### config.mk
export PLATFORM = sky130hd
export DESIGN_NAME = trigmask_intc
export DESIGN_NICKNAME = d
export VERILOG_FILES = /design/src/rtl/trigmask_intc_pkg.sv /design/src/rtl/trigmask_intc_sync.sv /design/src/rtl/trigmask_intc_cell.sv /design/src/rtl/trigmask_intc_regs.sv /design/src/rtl/trigmask_intc.sv
export SDC_FILE = /design/constraint.sdc
export NUM_CORES = 1
export LEC_CHECK = 0
export ABC_AREA = 1
export CAP_MARGIN = 20
export CORE_MARGIN = 2
export CORE_UTILIZATION = 30
export CTS_BUF_LIST = sky130_fd_sc_hd__clkbuf_8 sky130_fd_sc_hd__clkbuf_16
export CTS_CLUSTER_DIAMETER = 120
export DETAILED_ROUTE_END_ITERATION = 12
export GPL_TIMING_DRIVEN = 0
export SLEW_MARGIN = 10
export SYNTH_ARGS = -nofsm -noshare
export SYNTH_HDL_FRONTEND = slang
export SYNTH_SLANG_ARGS = --single-unit
### constraint.sdc
create_clock -name clk_i -period 1.7 [get_ports clk_i]
set_input_delay 0.34 -clock clk_i [delete_from_list [all_inputs] [get_ports clk_i]]
set_output_delay 0.34 -clock clk_i [all_outputs]
set_load 0.02 [all_outputs]
### src/rtl/trigmask_intc_pkg.sv
package trigmask_intc_pkg;
    localparam int ADDR_W = 3;

    typedef enum logic [ADDR_W-1:0] {
        REG_ENABLE   = 3'd0,
        REG_ACK      = 3'd1,
        REG_MODE     = 3'd2,
        REG_POLARITY = 3'd3,
        REG_STATUS   = 3'd4
    } reg_sel_e;

    typedef enum logic {
        SRC_IDLE    = 1'b0,
        SRC_PENDING = 1'b1
    } src_state_e;

    typedef enum logic {
        IRQ_QUIET  = 1'b0,
        IRQ_RAISED = 1'b1
    } irq_state_e;
endpackage

### src/rtl/trigmask_intc_sync.sv
module trigmask_intc_sync #(
    parameter int   WIDTH   = 32,
    parameter int   STAGES  = 2,
    parameter logic RST_VAL = 1'b1
) (
    input  logic             clk_i,
    input  logic             rst_i,
    input  logic [WIDTH-1:0] d_i,
    output logic [WIDTH-1:0] q_o
);
    logic [STAGES-1:0][WIDTH-1:0] chain_q;

    always_ff @(posedge clk_i) begin
        if (rst_i) begin
            chain_q <= {(STAGES*WIDTH){RST_VAL}};
        end else begin
            chain_q[0] <= d_i;
            for (int s = 1; s < STAGES; s++) begin
                chain_q[s] <= chain_q[s-1];
            end
        end
    end

    assign q_o = chain_q[STAGES-1];
endmodule

### src/rtl/trigmask_intc_cell.sv
module trigmask_intc_cell
    import trigmask_intc_pkg::*;
#(
    parameter logic RST_VAL = 1'b1
) (
    input  logic clk_i,
    input  logic rst_i,
    input  logic sync_i,
    input  logic edge_mode_i,
    input  logic active_low_i,
    input  logic ack_i,
    output logic pend_o
);
    logic       prev_q;
    logic       now_act;
    logic       was_act;
    logic       trig;
    src_state_e state_q;
    src_state_e state_d;

    // Previous sample is kept raw; polarity is applied to both samples alike,
    // so a polarity rewrite never fakes an edge.
    always_ff @(posedge clk_i) begin
        if (rst_i) prev_q <= RST_VAL;
        else       prev_q <= sync_i;
    end

    assign now_act = sync_i ^ active_low_i;
    assign was_act = prev_q ^ active_low_i;
    assign trig    = edge_mode_i ? (now_act & ~was_act) : now_act;

    always_ff @(posedge clk_i) begin
        if (rst_i) state_q <= SRC_IDLE;
        else       state_q <= state_d;
    end

    always_comb begin
        state_d = state_q;
        unique case (state_q)
            SRC_IDLE: begin
                // latch: level ack in the same cycle suppresses it
                if (trig && (edge_mode_i || !ack_i)) state_d = SRC_PENDING;
            end
            SRC_PENDING: begin
                // release: a coinciding new edge keeps the latch
                if (ack_i && !(edge_mode_i && trig)) state_d = SRC_IDLE;
            end
            default: state_d = SRC_IDLE;
        endcase
    end

    always_comb begin
        pend_o = (state_q == SRC_PENDING);
    end

    AST_LEVEL_ACK_DROPS: assert property (@(posedge clk_i) disable iff (rst_i)
        (!edge_mode_i && ack_i) |=> !pend_o);
    AST_EDGE_BEATS_ACK: assert property (@(posedge clk_i) disable iff (rst_i)
        (edge_mode_i && ack_i && trig) |=> pend_o);
    AST_LATCH_HAS_CAUSE: assert property (@(posedge clk_i) disable iff (rst_i)
        $rose(pend_o) |-> $past(trig));
    AST_HOLD_UNTIL_ACK: assert property (@(posedge clk_i) disable iff (rst_i)
        (pend_o && !ack_i) |=> pend_o);
endmodule

### src/rtl/trigmask_intc_regs.sv
module trigmask_intc_regs
    import trigmask_intc_pkg::*;
#(
    parameter int NSRC = 32
) (
    input  logic              clk_i,
    input  logic              rst_i,
    input  logic              req_valid_i,
    input  logic              req_write_i,
    input  logic [ADDR_W-1:0] req_addr_i,
    input  logic [NSRC-1:0]   req_wdata_i,
    input  logic [NSRC-1:0]   status_i,
    output logic [NSRC-1:0]   en_o,
    output logic [NSRC-1:0]   mode_o,
    output logic [NSRC-1:0]   pol_o,
    output logic [NSRC-1:0]   ack_o,
    output logic [NSRC-1:0]   rd_data_o
);
    logic wr_hit;
    logic rd_hit;
    logic [NSRC-1:0] rd_mux;

    assign wr_hit = req_valid_i &&  req_write_i;
    assign rd_hit = req_valid_i && !req_write_i;

    always_ff @(posedge clk_i) begin
        if (rst_i) begin
            en_o   <= '0;
            mode_o <= '0;
            pol_o  <= '1;
        end else if (wr_hit) begin
            if (req_addr_i == REG_ENABLE)   en_o   <= req_wdata_i;
            if (req_addr_i == REG_MODE)     mode_o <= req_wdata_i;
            if (req_addr_i == REG_POLARITY) pol_o  <= req_wdata_i;
        end
    end

    assign ack_o = (wr_hit && req_addr_i == REG_ACK) ? req_wdata_i : '0;

    always_comb begin
        rd_mux = '0;
        unique case (req_addr_i)
            REG_ENABLE:   rd_mux = en_o;
            REG_MODE:     rd_mux = mode_o;
            REG_POLARITY: rd_mux = pol_o;
            REG_STATUS:   rd_mux = status_i;
            default:      rd_mux = '0;
        endcase
    end

    always_ff @(posedge clk_i) begin
        if (rst_i)       rd_data_o <= '0;
        else if (rd_hit) rd_data_o <= rd_mux;
    end

    AST_RESET_STATE: assert property (@(posedge clk_i) disable iff (rst_i)
        $past(rst_i) |-> (en_o == '0 && mode_o == '0 && pol_o == '1));
    AST_ACK_READS_ZERO: assert property (@(posedge clk_i) disable iff (rst_i)
        (rd_hit && req_addr_i == REG_ACK) |=> (rd_data_o == '0));
endmodule

### src/rtl/trigmask_intc.sv
module trigmask_intc
    import trigmask_intc_pkg::*;
#(
    parameter int   NSRC         = 32,
    parameter int   SYNC_STAGES  = 2,
    parameter logic SYNC_RST_VAL = 1'b1
) (
    input  logic              clk_i,
    input  logic              rst_i,
    input  logic [NSRC-1:0]   src_i,
    input  logic              req_valid_i,
    input  logic              req_write_i,
    input  logic [ADDR_W-1:0] req_addr_i,
    input  logic [NSRC-1:0]   req_wdata_i,
    output logic [NSRC-1:0]   rd_data_o,
    output logic              irq_o
);
    logic [NSRC-1:0] sync_w;
    logic [NSRC-1:0] en_w;
    logic [NSRC-1:0] mode_w;
    logic [NSRC-1:0] pol_w;
    logic [NSRC-1:0] ack_w;
    logic [NSRC-1:0] pend_w;
    logic [NSRC-1:0] status_w;
    irq_state_e      irq_q;
    irq_state_e      irq_d;

    trigmask_intc_sync #(
        .WIDTH  (NSRC),
        .STAGES (SYNC_STAGES),
        .RST_VAL(SYNC_RST_VAL)
    ) u_sync (
        .clk_i(clk_i),
        .rst_i(rst_i),
        .d_i  (src_i),
        .q_o  (sync_w)
    );

    trigmask_intc_regs #(.NSRC(NSRC)) u_regs (
        .clk_i      (clk_i),
        .rst_i      (rst_i),
        .req_valid_i(req_valid_i),
        .req_write_i(req_write_i),
        .req_addr_i (req_addr_i),
        .req_wdata_i(req_wdata_i),
        .status_i   (status_w),
        .en_o       (en_w),
        .mode_o     (mode_w),
        .pol_o      (pol_w),
        .ack_o      (ack_w),
        .rd_data_o  (rd_data_o)
    );

    for (genvar k = 0; k < NSRC; k++) begin : g_src
        trigmask_intc_cell #(.RST_VAL(SYNC_RST_VAL)) u_cell (
            .clk_i       (clk_i),
            .rst_i       (rst_i),
            .sync_i      (sync_w[k]),
            .edge_mode_i (mode_w[k]),
            .active_low_i(pol_w[k]),
            .ack_i       (ack_w[k]),
            .pend_o      (pend_w[k])
        );
    end

    assign status_w = pend_w & en_w;

    always_ff @(posedge clk_i) begin
        if (rst_i) irq_q <= IRQ_QUIET;
        else       irq_q <= irq_d;
    end

    always_comb begin
        irq_d = irq_q;
        unique case (irq_q)
            IRQ_QUIET:  if (|status_w)  irq_d = IRQ_RAISED;   // raise
            IRQ_RAISED: if (~|status_w) irq_d = IRQ_QUIET;    // lower
            default:    irq_d = IRQ_QUIET;
        endcase
    end

    always_comb begin
        irq_o = (irq_q == IRQ_RAISED);
    end

    AST_IRQ_RISES: assert property (@(posedge clk_i) disable iff (rst_i)
        (|status_w) |=> irq_o);
    AST_IRQ_FALLS: assert property (@(posedge clk_i) disable iff (rst_i)
        (status_w == '0) |=> !irq_o);
    AST_STATUS_MASKED: assert property (@(posedge clk_i) disable iff (rst_i)
        (req_valid_i && !req_write_i && req_addr_i == REG_STATUS)
        |=> ((rd_data_o & ~$past(en_w)) == '0));
endmodule

==> results by group <==
Run status
  – Status: finished clean

Placed design
  – Pre-CTS setup slack: -0.664 ns
  – Post-DP HPWL: ~25 mm
  – Placed insts: between 1500 and 2000
  – Final Wtd Congestion: 0.862
  – Port buffer count: 100

Hold path
  – Min-delay src: req_addr_i[2]
  – HP Class: in -> reg

Clock network
  – Post-CTS Setup Bufs: 0
  – Clk slew on worst S/H paths: roughly 0.060 ns
  – H-Tree Depth: 1
  – Clock Sinks: 257
  – CTS Buf Count: 29
  – TritonCTS clock tree: done
  – Maximum buffer depth of the clock tree: 3
  – Clk_lat worst skew: between 0.5 and 0.6 ns
  – Clk root buf: clkbuf_16
  – Hold_buf cts: 0

Logic synthesis
  – Synthesized flop and latch total: 257
  – Cell taking the most area after synthesis: dfxtp_1
  – Syn_nets: 1505
  – Syn_area_per_cell: 7.44 um^2
  – Top area cells in the synthesized netlist: dfxtp_1 (48%), nand2_1 (11%), a21oi_1 (6.1%), nand3_1 (6.0%), inv_1 (5.2%)
  – Synth unique cells: 22
  – Top cell type's share of synthesized area: 0.482
  – YS warnings: 0
  – Sequential area share after synthesis: 0.482
  – Post-synthesis instance total: roughly 1400
  – Synthesized cell area: 0.0107 mm^2

Worst setup path
  – Endpoint type of the worst setup path: output port
  – Worst path cell trace: dlygate4sd2_1
  – Critical path origin: u_regs.rd_data_o[0]
  – Worst-path maximum fanout: 2
  – Critical Path Start Type: flop
  – Worst Path Required: 1.36 ns
  – CP max stage delay: 0.40 ns
  – Critical path class: reg -> out
  – Buffers & Inverters on Critical Path: 1
  – Worst R2R Start: g_src[25].u_cell.pend_o
  – Crit path max-delay family: flip-flops
  – Worst path slowest cell: dfxtp_1
  – Arr. time, crit path: 1.32 ns

Route
  – Avg Vias per Cell: approximately 5.0
  – Post-route ant nets: 0
  – Drt pass-1 iters: 5
  – Iter 0 DRT Violations: 956
  – Routed wire length: ~36 mm
  – Vias: 10307
  – DR WL/cell: ~17 um
  – # DRC: 0

Timing
  – Post-route setup slack: between 0.04 and 0.05 ns
  – Worst Tran Pin Value: ~0.94 ns
  – Hold Vio Cnt, Final: 0
  – Max frequency: 0.603 GHz
  – Slew Limit Fails: 0
  – Period minus WS final: approximately 1.7 ns
  – Worst Clk Skew: 0.00975 ns
  – Final setup violation count: 0
  – RSZ-0062 raised after global routing: no
  – Final Cycle Share: 0.976
  – Relative slew slack: 0.371
  – WHS: 0.235 ns

Floorplanning
  – Core footprint: 0.0353 mm^2
  – Die Y: 193 um
  – Die area: 0.0371 mm^2
  – Die Wd: 193 um
  – IO Pins: 104
  – Row cnt: 69
  – Starting density of the core: 0.302

Power and ir drop
  – Pleak: 6.00 nW
  – Design Power: roughly 14 mW
  – Peak supply drop: roughly 700 uV
  – Pwr dens: 1080 mW/mm^2

Global routing
  – Largest net degree at the start of global routing: 15
  – Vias in the first global route: between 9000 and 10000
  – First-pass GRT wire length: 54.7 mm
  – Gr usage total: 0.192
  – Initial antenna violation count: 0
  – Grt ovf: 0

Cells and area
  – Fillcell total: 3663
  – Final Non-Filler Cells: 2050
  – Sequential Area: 0.00514 mm^2
  – Layout cells sized above 1: 0.109
  – Multi-input logic area: 0.00452 mm^2
  – Final #Nets: approximately 1600
  – Area Growth Syn to Fin: 24.6%
  – Final core utilization: 0.376

Flow run
  – Max-Cap Viols: 0
## Yosys cell counts (all sizes together)
cell / number
inv: 153
clkbuf: 51
dfxtp: 257
buf: 42
nand2: 305
nand3: 130
nor2: 60
a21oi: 129
or2: 64
o21ai: 128
nand4: 65
o211ai: 50
## worst reg2reg max path: stages, from the launching register on
cell and delay [ns]:
dfxtp_1 0.33, nand2_1 0.09, nand2_1 0.07, nor2_1 0.12
nand2_1 0.13, nor2_1 0.13, a21oi_1 0.11
## repair_timing
action                                  4_1_cts  5_1_grt
pin swaps                                     0        0
gates cloned                                  0        0
endpoints found under the setup margin       63       36
gates resized for setup                      34       18
## metrics by stage
stage / TNS, ns / instance area [um^2]
2_1_floorplan: 0 / 10700
3_3_place_gp: -63.79 / 12200
3_5_place_dp: -67.32 / 12200
4_1_cts: 0 / 13300
5_1_grt: 0 / 13300
6_report: 0 / 13300
## routing by layer
layer,vias up,share of wire,track usage
met4,0,0.031,0.0705
met1,4781,0.44,0.256
met3,71,0.080,0.0329
met5,-,0,0
met2,451,0.45,0.310
li1,5004,-,-
## cells by family after synthesis
kind of cell | Yosys count | share of synthesized area
simple gates | 624 | 0.268
compound gates | 307 | 0.156
flops | 257 | 0.482
buf+inv | 246 | 0.0943
## final timing paths
check | endpoint | slack (ns) | cells past startpoint
worst min register to register | u_sync.q_o[0] | 0.40 | 1
worst min-delay path | g_src[12].u_cell.pend_o | 0.24 | 5
worst max register to register | irq_o | 0.55 | 6
worst max-delay path | rd_data_o[0] | 0.04 | 1
## flip-flops by register name, summed over array words and instances (netlist names)
signal,flops
g_src.u_cell.pend_o,32
g_src.u_cell.prev_q,32
irq_o,1
u_regs.en_o,32
u_regs.mode_o,32
u_regs.pol_o,32
u_regs.rd_data_o,32
u_sync.chain_q,32
u_sync.q_o,32
## cell usage in the layout (no fill, tap or decap), drive strengths merged
cell type | synthesis | layout
bufinv | 0 | 6
inv | 153 | 154
clkinv | 0 | 9
clkbuf | 51 | 81
dfxtp | 257 | 257
o211ai | 50 | 50
clkdlybuf4s50 | 0 | 67
clkdlybuf4s15 | 0 | 1
dlygate4sd2 | 0 | 32
o21ai | 128 | 128
nor2 | 60 | 60
clkinvlp | 0 | 3
nand3 | 130 | 130
diode | 0 | 1
a21oi | 129 | 129
nand2 | 305 | 305
buf | 42 | 47
nand4 | 65 | 65
or2 | 64 | 64
## cell type report
cell class / count / area share
Antenna cell: 1 / 0.000188
Buffer: 93 / 0.0329
Clock buffer: 35 / 0.0608
Clock inverter: 19 / 0.0196
Inverter: 153 / 0.0434
Multi-Input combinational cell: 931 / 0.340
Sequential cell: 257 / 0.387
Tap cell: 461 / 0.0434
Timing Repair Buffer: 100 / 0.0723
## power breakdown
part	switching, mW	total [mW]	internal, mW
logic	0.705	1.11	0.404
registers	0.118	6.35	6.24
clock network	2.62	6.91	4.29
Note: power is estimated with default switching activity, not from simulation.
